$ cat config.mk
export PLATFORM = sky130hd
export DESIGN_NAME = booth_seq_mul
export DESIGN_NICKNAME = d
export VERILOG_FILES = /design/src/rtl/booth_pkg.sv /design/src/rtl/booth_recode.sv /design/src/rtl/booth_step.sv /design/src/rtl/booth_ctrl.sv /design/src/rtl/booth_seq_mul.sv
export SDC_FILE = /design/constraint.sdc
export NUM_CORES = 1
export LEC_CHECK = 0
export BUFFER_PORTS_ARGS = -buffer_cell sky130_fd_sc_hd__buf_4
export CAP_MARGIN = 10
export CORE_MARGIN = 1.5
export CORE_UTILIZATION = 50
export CTS_CLUSTER_DIAMETER = 150
export CTS_CLUSTER_SIZE = 16
export DETAILED_ROUTE_END_ITERATION = 10
export GPL_TIMING_DRIVEN = 0
export PLACE_DENSITY_LB_ADDON = 0.12
export REMOVE_ABC_BUFFERS = 1
export SYNTH_ARGS = -nofsm -noshare
export SYNTH_HDL_FRONTEND = slang
export SYNTH_SLANG_ARGS = --single-unit
$ cat constraint.sdc
create_clock -name clk -period 11.9 [get_ports clk]
set_clock_uncertainty 0.15 [all_clocks]
set_input_delay 1.19 -clock clk [delete_from_list [all_inputs] [get_ports clk]]
set_output_delay 1.19 -clock clk [all_outputs]
set_load 0.05 [all_outputs]
$ cat src/rtl/booth_pkg.sv
// Package: shared types for the Booth multiplier.
// Assumes: nothing beyond IEEE 1800-2017.
package booth_pkg;
    typedef enum logic [1:0] {
        BOP_HOLD = 2'd0,
        BOP_ADD  = 2'd1,
        BOP_SUB  = 2'd2
    } booth_op_e;
endpackage

$ cat src/rtl/booth_recode.sv
// Module: booth_recode
// Maps the current low bit and the history bit onto a Booth action.
// Assumes the history bit is 0 before the first step (implicit bit -1).
module booth_recode
    import booth_pkg::*;
(
    input  logic      cur_bit_i,
    input  logic      hist_bit_i,
    output booth_op_e op_o
);
    // Decode the (current, previous) pair into hold, add or subtract.
    always_comb begin
        unique case ({cur_bit_i, hist_bit_i})
            2'b10:   op_o = BOP_SUB;
            2'b01:   op_o = BOP_ADD;
            default: op_o = BOP_HOLD;
        endcase
    end
endmodule

$ cat src/rtl/booth_step.sv
// Module: booth_step
// One combined iteration: add/subtract on the upper half, then an
// arithmetic right shift by one. The sum is formed one bit wider than
// the half so that the sign shifted in is the true sign even when the
// N-bit result overflows (e.g. subtracting the most negative value).
// Assumes the working register holds a valid partial product.
module booth_step
    import booth_pkg::*;
#(
    parameter int N = 32
) (
    input  logic [2*N-1:0] p_i,
    input  logic [N-1:0]   m_i,
    input  booth_op_e      op_i,
    output logic [2*N-1:0] p_next_o
);
    localparam int W = N + 1;

    logic [W-1:0] hi_ext;
    logic [W-1:0] m_ext;
    logic [W-1:0] sum;

    // Sign-extend both operands to the widened adder width.
    always_comb begin
        hi_ext = {p_i[2*N-1], p_i[2*N-1:N]};
        m_ext  = {m_i[N-1], m_i};
    end

    // Widened add, subtract or pass-through of the upper half.
    always_comb begin
        unique case (op_i)
            BOP_ADD: sum = hi_ext + m_ext;
            BOP_SUB: sum = hi_ext - m_ext;
            default: sum = hi_ext;
        endcase
    end

    // Arithmetic shift right by one using the true sign bit of the sum.
    always_comb begin
        p_next_o = {sum[W-1], sum[N-1:0], p_i[N-1:1]};
    end
endmodule

$ cat src/rtl/booth_ctrl.sv
// Module: booth_ctrl
// Sequencer: accepts a start when idle, runs exactly N step cycles,
// then pulses done for one cycle. Starts during a run are dropped.
// Assumes start is synchronous to clk.
module booth_ctrl #(
    parameter int N = 32
) (
    input  logic clk,
    input  logic rst_n,
    input  logic start_i,
    output logic load_o,
    output logic step_o,
    output logic busy_o,
    output logic done_o
);
    localparam int CW = $clog2(N + 1);
    localparam logic [CW-1:0] LAST = CW'(N - 1);

    logic          busy_q;
    logic          done_q;
    logic [CW-1:0] iter_q;

    // Accept a start only while idle.
    always_comb begin
        load_o = start_i && !busy_q;
        step_o = busy_q;
        busy_o = busy_q;
        done_o = done_q;
    end

    // Busy flag, iteration counter and one-cycle done pulse.
    always_ff @(posedge clk) begin
        if (!rst_n) begin
            busy_q <= 1'b0;
            done_q <= 1'b0;
            iter_q <= '0;
        end else begin
            done_q <= 1'b0;
            if (load_o) begin
                busy_q <= 1'b1;
                iter_q <= '0;
            end else if (busy_q) begin
                if (iter_q == LAST) begin
                    busy_q <= 1'b0;
                    done_q <= 1'b1;
                end else begin
                    iter_q <= iter_q + 1'b1;
                end
            end
        end
    end
endmodule

$ cat src/rtl/booth_seq_mul.sv
// Module: booth_seq_mul (top)
// Iterative radix-2 Booth multiplier for signed N-bit operands giving a
// 2N-bit signed product. Holds multiplicand, the shared product register
// and the one-bit history; one recoded pair is consumed per cycle.
// Assumes N >= 2 and operands stable only in the start cycle.
module booth_seq_mul
    import booth_pkg::*;
#(
    parameter int N = 32
) (
    input  logic           clk,
    input  logic           rst_n,
    input  logic           start_i,
    input  logic [N-1:0]   mcand_i,
    input  logic [N-1:0]   mplier_i,
    output logic           busy_o,
    output logic           done_o,
    output logic [2*N-1:0] product_o
);
    localparam int PW = 2 * N;

    logic [N-1:0]  m_q;
    logic [PW-1:0] p_q;
    logic          hist_q;
    logic [PW-1:0] p_next;
    booth_op_e     op;
    logic          load;
    logic          step;

    booth_ctrl #(.N(N)) u_ctrl (
        .clk     (clk),
        .rst_n   (rst_n),
        .start_i (start_i),
        .load_o  (load),
        .step_o  (step),
        .busy_o  (busy_o),
        .done_o  (done_o)
    );

    booth_recode u_rec (
        .cur_bit_i  (p_q[0]),
        .hist_bit_i (hist_q),
        .op_o       (op)
    );

    booth_step #(.N(N)) u_step (
        .p_i      (p_q),
        .m_i      (m_q),
        .op_i     (op),
        .p_next_o (p_next)
    );

    // Load operands on accept, otherwise advance one step while busy.
    always_ff @(posedge clk) begin
        if (!rst_n) begin
            m_q    <= '0;
            p_q    <= '0;
            hist_q <= 1'b0;
        end else if (load) begin
            m_q    <= mcand_i;
            p_q    <= {{N{1'b0}}, mplier_i};
            hist_q <= 1'b0;
        end else if (step) begin
            p_q    <= p_next;
            hist_q <= p_q[0];
        end
    end

    // The product output is the working register itself.
    always_comb product_o = p_q;
endmodule

=== After elaboration in Yosys (flattened, before gate mapping) ===
Index checks and enable logic that the tools add are counted.
Widths: inputs -> output; s select.

* Shifts and indexed selects: 0
* $add $sub $neg: 3
* Bitwise gates (word level): 3
* Eq/ne operators: 5
* Reduce and logical (&&, ||, !) cells: 8
* Div/mod/pow operators: 0
* $lt $le $gt $ge: 0
* Mux-type cells: 8
* Multiply operators: 0

{| class="wikitable"
|+ Operator list
! kind !! count
|-
| $pmux 33 s2 || 1
|-
| $mux 32 || 2
|-
| $add 32x32->33 || 1
|-
| $sub 32x32->33 || 1
|-
| $add 6x1->6 const B || 1
|-
| $eq 6x5->1 const B || 1
|-
| $eq 2x1->1 const B || 2
|-
| $eq 2x2->1 const B || 2
|-
| $mux 1 || 4
|-
| $pmux 2 s2 || 1
|-
| $reduce_and 2->1 || 2
|-
| $reduce_bool 2->1 || 2
|-
| $not 1->1 || 3
|-
| $reduce_or 3->1 || 1
|-
| $reduce_or 2->1 || 1
|-
| $logic_and 1x1->1 || 1
|-
| $logic_not 1->1 || 1
|}

* Memory bits (read-only): 0
* Memories: 0
* Bits in writable memories: 0
* Register bits after elaboration: 105
* Bits in latches: 0

=== Longest topological paths before layout ===
Gate-level depths: netlist of run 1.

* Word-level depth: 6
* Gate-level depth with buffers: 17
* Depth with buffers taken out: 17

=== Modules after synthesis ===
A second synthesis of run 1 with hierarchy kept.

* Cells, all modules: 867
* Area, all modules: 7489.7 um2

{| class="wikitable"
|+ By module, submodules not included
! module !! area an instance (um2) !! times used !! cells an instance !! seq. area each (um2)
|-
| booth_seq_mul || 4032.6 || 1 || 353 || 1941.9
|-
| booth_step || 3083.0 || 1 || 472 || 0.0
|-
| booth_ctrl || 359.1 || 1 || 40 || 160.2
|-
| booth_recode || 15.0 || 1 || 2 || 0.0
|}

=== Least setup slack after synthesis of run 1 ===
No wires, ideal clock.

* Path kind: register to register
* Start: register m_q[2]
* End: register p_q[63], in the netlist product_o[63]
* Setup slack: 7.585 ns
* Data required time: 11.678 ns
* Data arrival time: 4.093 ns
* Clock period less this slack: 4.315 ns
* Library setup time: 0.072 ns
* Buffers on the path: 1
* Stages on the path, launching flop included: 18
* Cell sequence: dfxtp_1 or3_4 and4bb_4 nand2_2 or3_4 or3_4 nor2b_1 xnor2_1 ha_1 clkbuf_1 a21o_1 a21o_1 a2111oi_0 o32ai_1 o2111ai_1 and3_1 o21a_1 mux2i_1

* Longest elaborated chain between the ends: 2
* Elaborated cells on any way between the ends: 3

{| class="wikitable"
|+ RTL lines
! element !! RTL line !! RTL
|-
| start: declaration || booth_seq_mul.sv:22 || <nowiki>logic [N-1:0] m_q;</nowiki>
|-
| start signal: assignment || booth_seq_mul.sv:60 || <nowiki>m_q <= mcand_i;</nowiki>
|-
| $sub 32x32->33 or $add 32x32->33 (tied branches) || booth_step.sv:33, booth_step.sv:32 ||
|-
| $pmux 33 s2 * || booth_step.sv:31 || <nowiki>unique case (op_i)</nowiki>
|-
| end signal: assignment || booth_seq_mul.sv:61 || <nowiki>p_q <= {{N{1'b0}}, mplier_i};</nowiki>
|-
| end signal: assignment || booth_seq_mul.sv:64 || <nowiki>p_q <= p_next;</nowiki>
|-
| end: declaration || booth_seq_mul.sv:23 || <nowiki>logic [PW-1:0] p_q;</nowiki>
|}

Every way passes the cells marked *; elsewhere a longest branch is shown, timed or not.
A chain may end at the register's enable or synchronous reset.

=== Worst setup path after layout of run 1 ===
Ends and elaborated chain as after synthesis.

==> results.tsv, run 1 <==
stage	metric	value	unit
timing	setup_viol	0	
clock_tree	cts_buffers	9	
timing	post-route-period-util	39.9	%
power_and_ir_drop	internal_power	0.682	mW
logic_synthesis	ys_ff_latch	105	
clock_tree	cts_tree	done	
critical_path	critPathLaunchType	register	
critical_path	required	12.04	ns
placed_design	dpl.cell_count	1148	
clock_tree	cts.sinks	105	
global_routing	grt.overflow.total	0	
routing	vias	6326	
power_and_ir_drop	p_sw	0.375	mW
final_layout	multiInputGateArea	4510	um2
global_routing	track_usage	22.9	%
routing	via_per_inst	5.44	
placed_design	gp_congestion	0.858	
routing	drc	0	
routing	drt_first_pass_iters	5	
floorplanning	row_count	43	
global_routing	grt_pass1_wl	27.6	mm
global_routing	grt_start_max_net_pins	73	
final_layout	num_antenna_cells	0	
logic_synthesis	syn_area_per_cell	7.76	um2
timing	slew_violations	0	
critical_path	worst_ep_arrival_time	4.89	ns
routing	wl_per_cell	14.5	um
power_and_ir_drop	pwr-share-seq	37.7	%
timing	hold_viol	0	
logic_synthesis	syn_area	7150	um2
routing	dr.first_iter.drc_count	324	
floorplanning	die_h	123	um
power_and_ir_drop	p_leak	3.57	nW
logic_synthesis	synth_ff_type	dfxtp_1	
clock_tree	ctsResizeCount	0	
hold_path	hold_class	register to register	
logic_synthesis	yosysSeqAreaShare	29.4	%
critical_path	crit_path_end_kind	register	
floorplanning	start_util	51.3	%
power_and_ir_drop	sw_frac_of_total	35.5	%
floorplanning	die_w	123	um
final_layout	ff_latch_area	2110	um2
logic_synthesis	synth_top_area_share	29.4	%
logic_synthesis	yosysMostFrequentCell	nand2_1	
placed_design	io_buffers	132	
clock_tree	cts-htree-levels	3	
clock_tree	cts_max_path_buffers	2	
routing	ant_nets	0	
clock_tree	cts_root_buf	clkbuf_16	
power_and_ir_drop	p_per_area	128	nW/um2
routing	finalWirelength	16.9	mm
timing	fmax	0.211	GHz
power_and_ir_drop	clkPwrFrac	28.4	%
power_and_ir_drop	p_total	1.06	mW
power_and_ir_drop	comb_power_share	33.9	%
timing	period_needed	4.75	ns
final_layout	drive_gt1_share	16.5	%
timing	worst_pin_slew	1.23	ns
critical_path	path_max_fanout	9	
floorplanning	io_pins	133	
logic_synthesis	synthArstFlopShare	0	%
logic_synthesis	yosys_warnings	0	
global_routing	grt_pass1_vias	5701	
power_and_ir_drop	ir_drop	0.0646	mV
clock_tree	insertion_delay	0.36	ns
final_layout	area_growth	15.8	%
logic_synthesis	synth_top_area_cell	dfxtp_1	
final_layout	final_cells	1163	
final_layout	fin_util	59.4	%
logic_synthesis	synth_area_leaders	dfxtp_1 (29%), nand2_1 (7.0%), mux2i_1 (6.6%), ha_1 (6.1%), xnor2_1 (5.6%)	
status	status	finished clean	
logic_synthesis	yosys-top-cells-count	nand2_1 (134), dfxtp_1 (105), o21ai_0 (73)	
timing	relSlewSlack	18.2	%
logic_synthesis	syn_inst	921	
logic_synthesis	ys_types	54	
clock_tree	cts.clk_slew.worst_paths	0.08	ns
final_layout	nets	1083	
timing	finalSetupTns	0	ns
critical_path	crit_type	register to register	
clock_tree	cts_setup_buffers	0	
floorplanning	dieArea	15000	um2
logic_synthesis	synth_edf_count	0	
global_routing	antenna_found_initial	0	
timing	rsz0062_at_grt	false	
placed_design	dp_hpwl	12.2	mm
final_layout	n_fill_cell	1344	
run	cap_violations	0	
floorplanning	core-area	13900	um2
clock_tree	holdBufCountCts	0	
==> layer usage <==
layer | routed length (um) | track usage (%) | vias to the layer above
met2 | 7230 | 34.7 | 142
met3 | 1080 | 5.81 | 18
met5 | 0 | 0 | -
li1 | - | - | 3295
met4 | 258 | 7.41 | 0
met1 | 8340 | 31.7 | 2871
==> final cells by class <==
cell class	instances	area share [%]
tap	180	2.72
clock buffer	10	2.76
timing repair buffer	136	12.9
clock inverter	4	0.665
inverter	24	1.09
sequential	105	25.4
multi-input combinational	704	54.4
==> kinds of logic after synthesis <==
| kind of cell | synth area share (%) |
|---|---|
| fa+ha+maj | 6.40 |
| simple gates | 20.4 |
| xor+xnor | 6.74 |
| mux | 6.74 |
| flops | 29.4 |
| compound gates | 22.7 |
| buf+inv | 7.59 |
==> cells in the final DEF (no fill, tap or decap), drive strengths merged, types with 9 or more instances in the layout <==
cell,count
a31oi,12
a21boi,32
a21oi,67
inv,25
ha,35
nand4,10
xor2,9
clkbuf,10
xnor2,46
and2,37
nor3,19
and3,9
a21o,21
o21a,11
mux2i,47
o21ai,73
dfxtp,105
nor2,57
buf,136
a211oi,10
nand2,135
==> path summary, 6_finish.rpt <==
path	from	to	slack, ns	cells past startpoint
setup / recovery	m_q[2]	product_o[63]	7.15	16
hold / removal	m_q[7]	m_q[7]	0.35	2
setup reg to reg	m_q[2]	product_o[63]	7.15	16
hold reg to reg	m_q[7]	m_q[7]	0.35	2
==> stage by stage <==
| stage | worst slack, ns | cell area (um2) | hold WS (ns) |
|---|---|---|---|
| floorplan | 7.42 | 6700 | 0.310 |
| global placement | 5.91 | 7910 | 0.325 |
| detailed placement | 7.15 | 7980 | 0.337 |
| CTS | 7.14 | 8270 | 0.348 |
| global route | 6.92 | 8280 | 0.376 |
| finish | 7.15 | 8280 | 0.347 |
==> sequential cells by signal (all words and copies together), names as in the netlist <==
name,flops
u_ctrl.iter_q,6
u_ctrl.busy_o,1
hist_q,1
m_q,32
u_ctrl.done_o,1
product_o,64
==> worst max-delay path: stages, from the launching register on <==
cell       delay [ns]
dfxtp_1          0.36
or3_4            0.42
and4bb_4         0.36
nand2_2          0.08
or3_4            0.38
or3_4            0.40
nor2b_1          0.15
xnor2_1          0.27
ha_1             0.38
a21o_1           0.21
a21o_1           0.18
a2111oi_0        0.41
o32ai_1          0.17
o2111ai_1        0.26
and3_1           0.20
o21a_1           0.13
mux2i_1          0.18
==> power by group through the flow <==
stage / Combinational [mW] / Clock, mW / Sequential [mW]
floorplan: 0.213 / 0 / 0.448
global placement: 0.347 / 0 / 0.410
detailed placement: 0.355 / 0 / 0.406
CTS: 0.357 / 0.306 / 0.398
global route: 0.393 / 0.322 / 0.402
finish: 0.358 / 0.300 / 0.398
Note: power is estimated with default switching activity, not from simulation.
==> run 2, diff against run 1 <==
ABC_AREA = 1   (was default)
clock period = 4.18 ns   (was 11.9 ns; I/O delays follow)
==> results.tsv, run 2 <==
stage	metric	value	unit	change
routing	via_per_inst	4.88		was 5.44
critical_path	path_cells	ha_1 > inv_1 > nand2_1 > o21ai_1 > xor2_1 > ha_1 > nand2_1 > inv_1 > nand2_1 > nand2_1 > nand2_1 > nand2_1 > a21oi_1 > nand2_2 > nand2_2 > nand2_1 > nor2_1 > nor2_1 > nor2_1		was or3_4 > and4bb_4 > nand2_2 > or3_4 > or3_4 > nor2b_1 > xnor2_1 > ha_1 > a21o_1 > a21o_1 > a2111oi_0 > o32ai_1 > o2111ai_1 > and3_1 > o21a_1 > mux2i_1
critical_path	cpMostUsedCell	nand2_1		was or3_4
power_and_ir_drop	p_leak	4.91	nW	was 3.57 nW
critical_path	max_stage_delay	0.50	ns	was 0.42 ns
critical_path	critPathLaunchType	register		unchanged
final_layout	largest_reg_flops	64		unchanged
logic_synthesis	synth_area_leaders	dfxtp_1 (26%), nand2_1 (18%), inv_1 (10%), nor2_1 (7.4%), ha_1 (5.4%)		was dfxtp_1 (29%), nand2_1 (7.0%), mux2i_1 (6.6%), ha_1 (6.1%), xnor2_1 (5.6%)
final_layout	num_antenna_cells	0		unchanged
final_layout	final_common_cell	nand2_1		unchanged
logic_synthesis	synth_ff_type	dfxtp_1		unchanged
floorplanning	io_pins	133		unchanged
logic_synthesis	synth_edf_count	0		unchanged
power_and_ir_drop	sw_frac_of_total	37.5	%	was 35.5%
final_layout	final_cell_mix	nand2_1 (379), inv_1 (224), nor2_1 (158)		was nand2_1 (134), buf_4 (132), dfxtp_1 (104)
power_and_ir_drop	clkPwrFrac	29.8	%	was 28.4%
clock_tree	cts.clk_slew.worst_paths	0.08	ns	about the same
global_routing	grt_pass1_wl	34.3	mm	was 27.6 mm
global_routing	track_usage	25.5	%	was 22.9%
power_and_ir_drop	p_sw	1.09	mW	was 0.375 mW
logic_synthesis	syn_area_per_cell	6.01	um2	was 7.76 um2
clock_tree	cts-htree-levels	3		unchanged
routing	wl_per_cell	12.7	um	was 14.5 um
final_layout	drive_gt1_share	14.8	%	was 16.5%
clock_tree	cts_buffers	9		unchanged
critical_path	required	4.34	ns	was 12.04 ns
logic_synthesis	yosysSeqAreaShare	26.2	%	was 29.4%
timing	period_needed	3.65	ns	was 4.75 ns
final_layout	area_growth	15.2	%	was 15.8%
clock_tree	cts_tree	done		unchanged
floorplanning	die_h	130	um	was 123 um
critical_path	critPathSlowestCell	ha_1		was or3_4
timing	rsz0062_at_grt	false		unchanged
power_and_ir_drop	ir_drop	0.220	mV	was 0.0646 mV
global_routing	antenna_found_initial	0		unchanged
logic_synthesis	synth_top_area_share	26.2	%	was 29.4%
floorplanning	start_util	51.0	%	was 51.3%
critical_path	path_buf_inv	2		was 0
logic_synthesis	syn_area	8040	um2	was 7150 um2
logic_synthesis	synthArstFlopShare	0	%	unchanged
critical_path	crit_path_end_kind	register		unchanged
placed_design	dp_hpwl	15.8	mm	was 12.2 mm
critical_path	worst_ep_arrival_time	3.80	ns	was 4.89 ns
logic_synthesis	yosys_warnings	0		unchanged
clock_tree	cts.sinks	105		unchanged
floorplanning	die_w	130	um	was 123 um
critical_path	r2r_slack	0.53	ns	was 7.15 ns
timing	slew_violations	0		unchanged
timing	worst_pin_slew	0.980	ns	was 1.23 ns
run	cap_violations	0		unchanged
global_routing	grt_pass1_vias	7210		was 5,701
logic_synthesis	yosys-top-cells-count	nand2_1 (379), inv_1 (224), nor2_1 (158)		was nand2_1 (134), dfxtp_1 (105), o21ai_0 (73)
critical_path	crit_type	register to register		unchanged
global_routing	grt_start_max_net_pins	91		was 73
routing	drt_first_pass_iters	5		unchanged
final_layout	fin_util	58.7	%	was 59.4%
timing	hold_viol	0		unchanged
placed_design	gp_congestion	0.920		was 0.858
timing	relSlewSlack	34.6	%	was 18.2%
power_and_ir_drop	internal_power	1.81	mW	was 0.682 mW
clock_tree	ctsResizeCount	0		unchanged
global_routing	grt.overflow.total	0		unchanged
timing	finalSetupTns	0	ns	unchanged
logic_synthesis	ys_types	40		was 54
clock_tree	cts_setup_buffers	0		unchanged
critical_path	path_delay_family	simple AND/OR/NAND/NOR gates		unchanged
critical_path	path_max_fanout	25		was 9
logic_synthesis	syn_inst	1337		was 921
routing	drc	0		unchanged
power_and_ir_drop	pwr-share-seq	38.5	%	was 37.7%
routing	dr.first_iter.drc_count	444		was 324
routing	vias	7961		was 6,326
logic_synthesis	yosysMostFrequentCell	nand2_1		unchanged
clock_tree	holdBufCountCts	0		unchanged
timing	whs	0.123	ns	was 0.347 ns
routing	finalWirelength	20.8	mm	was 16.9 mm
timing	setup_viol	0		unchanged
logic_synthesis	synth_top_area_cell	dfxtp_1		unchanged
logic_synthesis	ys_ff_latch	105		unchanged
floorplanning	dieArea	16800	um2	was 15,000 um2
power_and_ir_drop	comb_power_share	31.7	%	was 33.9%
floorplanning	core-area	15800	um2	was 13,900 um2
placed_design	io_buffers	132		unchanged
floorplanning	row_count	46		was 43
clock_tree	insertion_delay	0.37	ns	was 0.36 ns
status	status	finished clean		unchanged
timing	fmax	0.274	GHz	was 0.211 GHz
power_and_ir_drop	p_total	2.90	mW	was 1.06 mW
hold_path	hold_class	primary input to register		was register to register
clock_tree	cts_max_path_buffers	2		unchanged
routing	ant_nets	0		unchanged
clock_tree	cts_root_buf	clkbuf_16		unchanged
final_layout	nets	1513		was 1,083
power_and_ir_drop	p_per_area	313	nW/um2	was 128 nW/um2
timing	post-route-period-util	87.2	%	was 39.9%
-- run 2: path summary, 6_finish.rpt --
check	start	endpoint	cells past startpoint
setup / recovery	product_o[0]	product_o[63]	19
hold reg to reg	u_ctrl.iter_q[2]	u_ctrl.iter_q[2]	2
setup reg to reg	product_o[0]	product_o[63]	19
hold / removal	mcand_i[21]	m_q[21]	3
-- run 2: area by class of cell --
class / instances / area, um2
clock inverters: 5 / 46.3
fillers: 1674 / 6510
repair buffers: 135 / 1070
well taps: 216 / 270
inverters: 236 / 888
multi-input cells: 923 / 4640
clock buffers: 11 / 243
flip-flops and latches: 105 / 2100
-- run 2: metrics by stage --
| stage | setup slack (ns) | std cells | area, um2 |
|---|---|---|---|
| floorplan | 0.892 | 1264 | 7630 |
| global placement | 0.455 | 1612 | 8890 |
| detailed placement | 0.554 | 1615 | 8970 |
| CTS | 0.535 | 1631 | 9260 |
| global route | 0.182 | 1631 | 9260 |
| finish | 0.534 | 1631 | 9260 |
-- run 2: cell families after synthesis --
| logic type | count (synthesis) | synth area share (%) |
|---|---|---|
| compound gates | 193 | 13.7 |
| xor+xnor | 40 | 4.36 |
| simple gates | 654 | 33.9 |
| flops | 105 | 26.2 |
| buf+inv | 309 | 16.1 |
| fa+ha+maj | 36 | 5.70 |
-- run 2: worst register-to-register path, delay by kind of cell (launching register included) --
kind / cells / cell delay [ns]
xor gates and xnor gates: 1 / 0.27
DFF: 1 / 0.42
AOI/OAI and AO/OA: 2 / 0.25
buffers and inverters: 2 / 0.53
adders and majority gates: 2 / 0.84
and+or+nand+nor: 12 / 1.12
-- run 2: power groups by stage --
stage / Combinational (mW) / Sequential (mW) / Clock (mW)
3_3_place_gp: 0.897 / 1.14 / 0
4_1_cts: 0.921 / 1.12 / 0.875
5_1_grt: 1.03 / 1.13 / 0.919
2_1_floorplan: 0.557 / 1.22 / 0
6_report: 0.920 / 1.12 / 0.864
3_5_place_dp: 0.917 / 1.14 / 0
-- run 2: metal layers --
| metal | up-vias | global-route usage, % | part of all wire (%) |
|---|---|---|---|
| met3 | 19 | 5.74 | 6.6 |
| met2 | 190 | 41.1 | 44 |
| met5 | - | 0 | 0 |
| li1 | 4260 | - | - |
| met4 | 0 | 5.62 | 1.1 |
| met1 | 3492 | 34.8 | 48 |
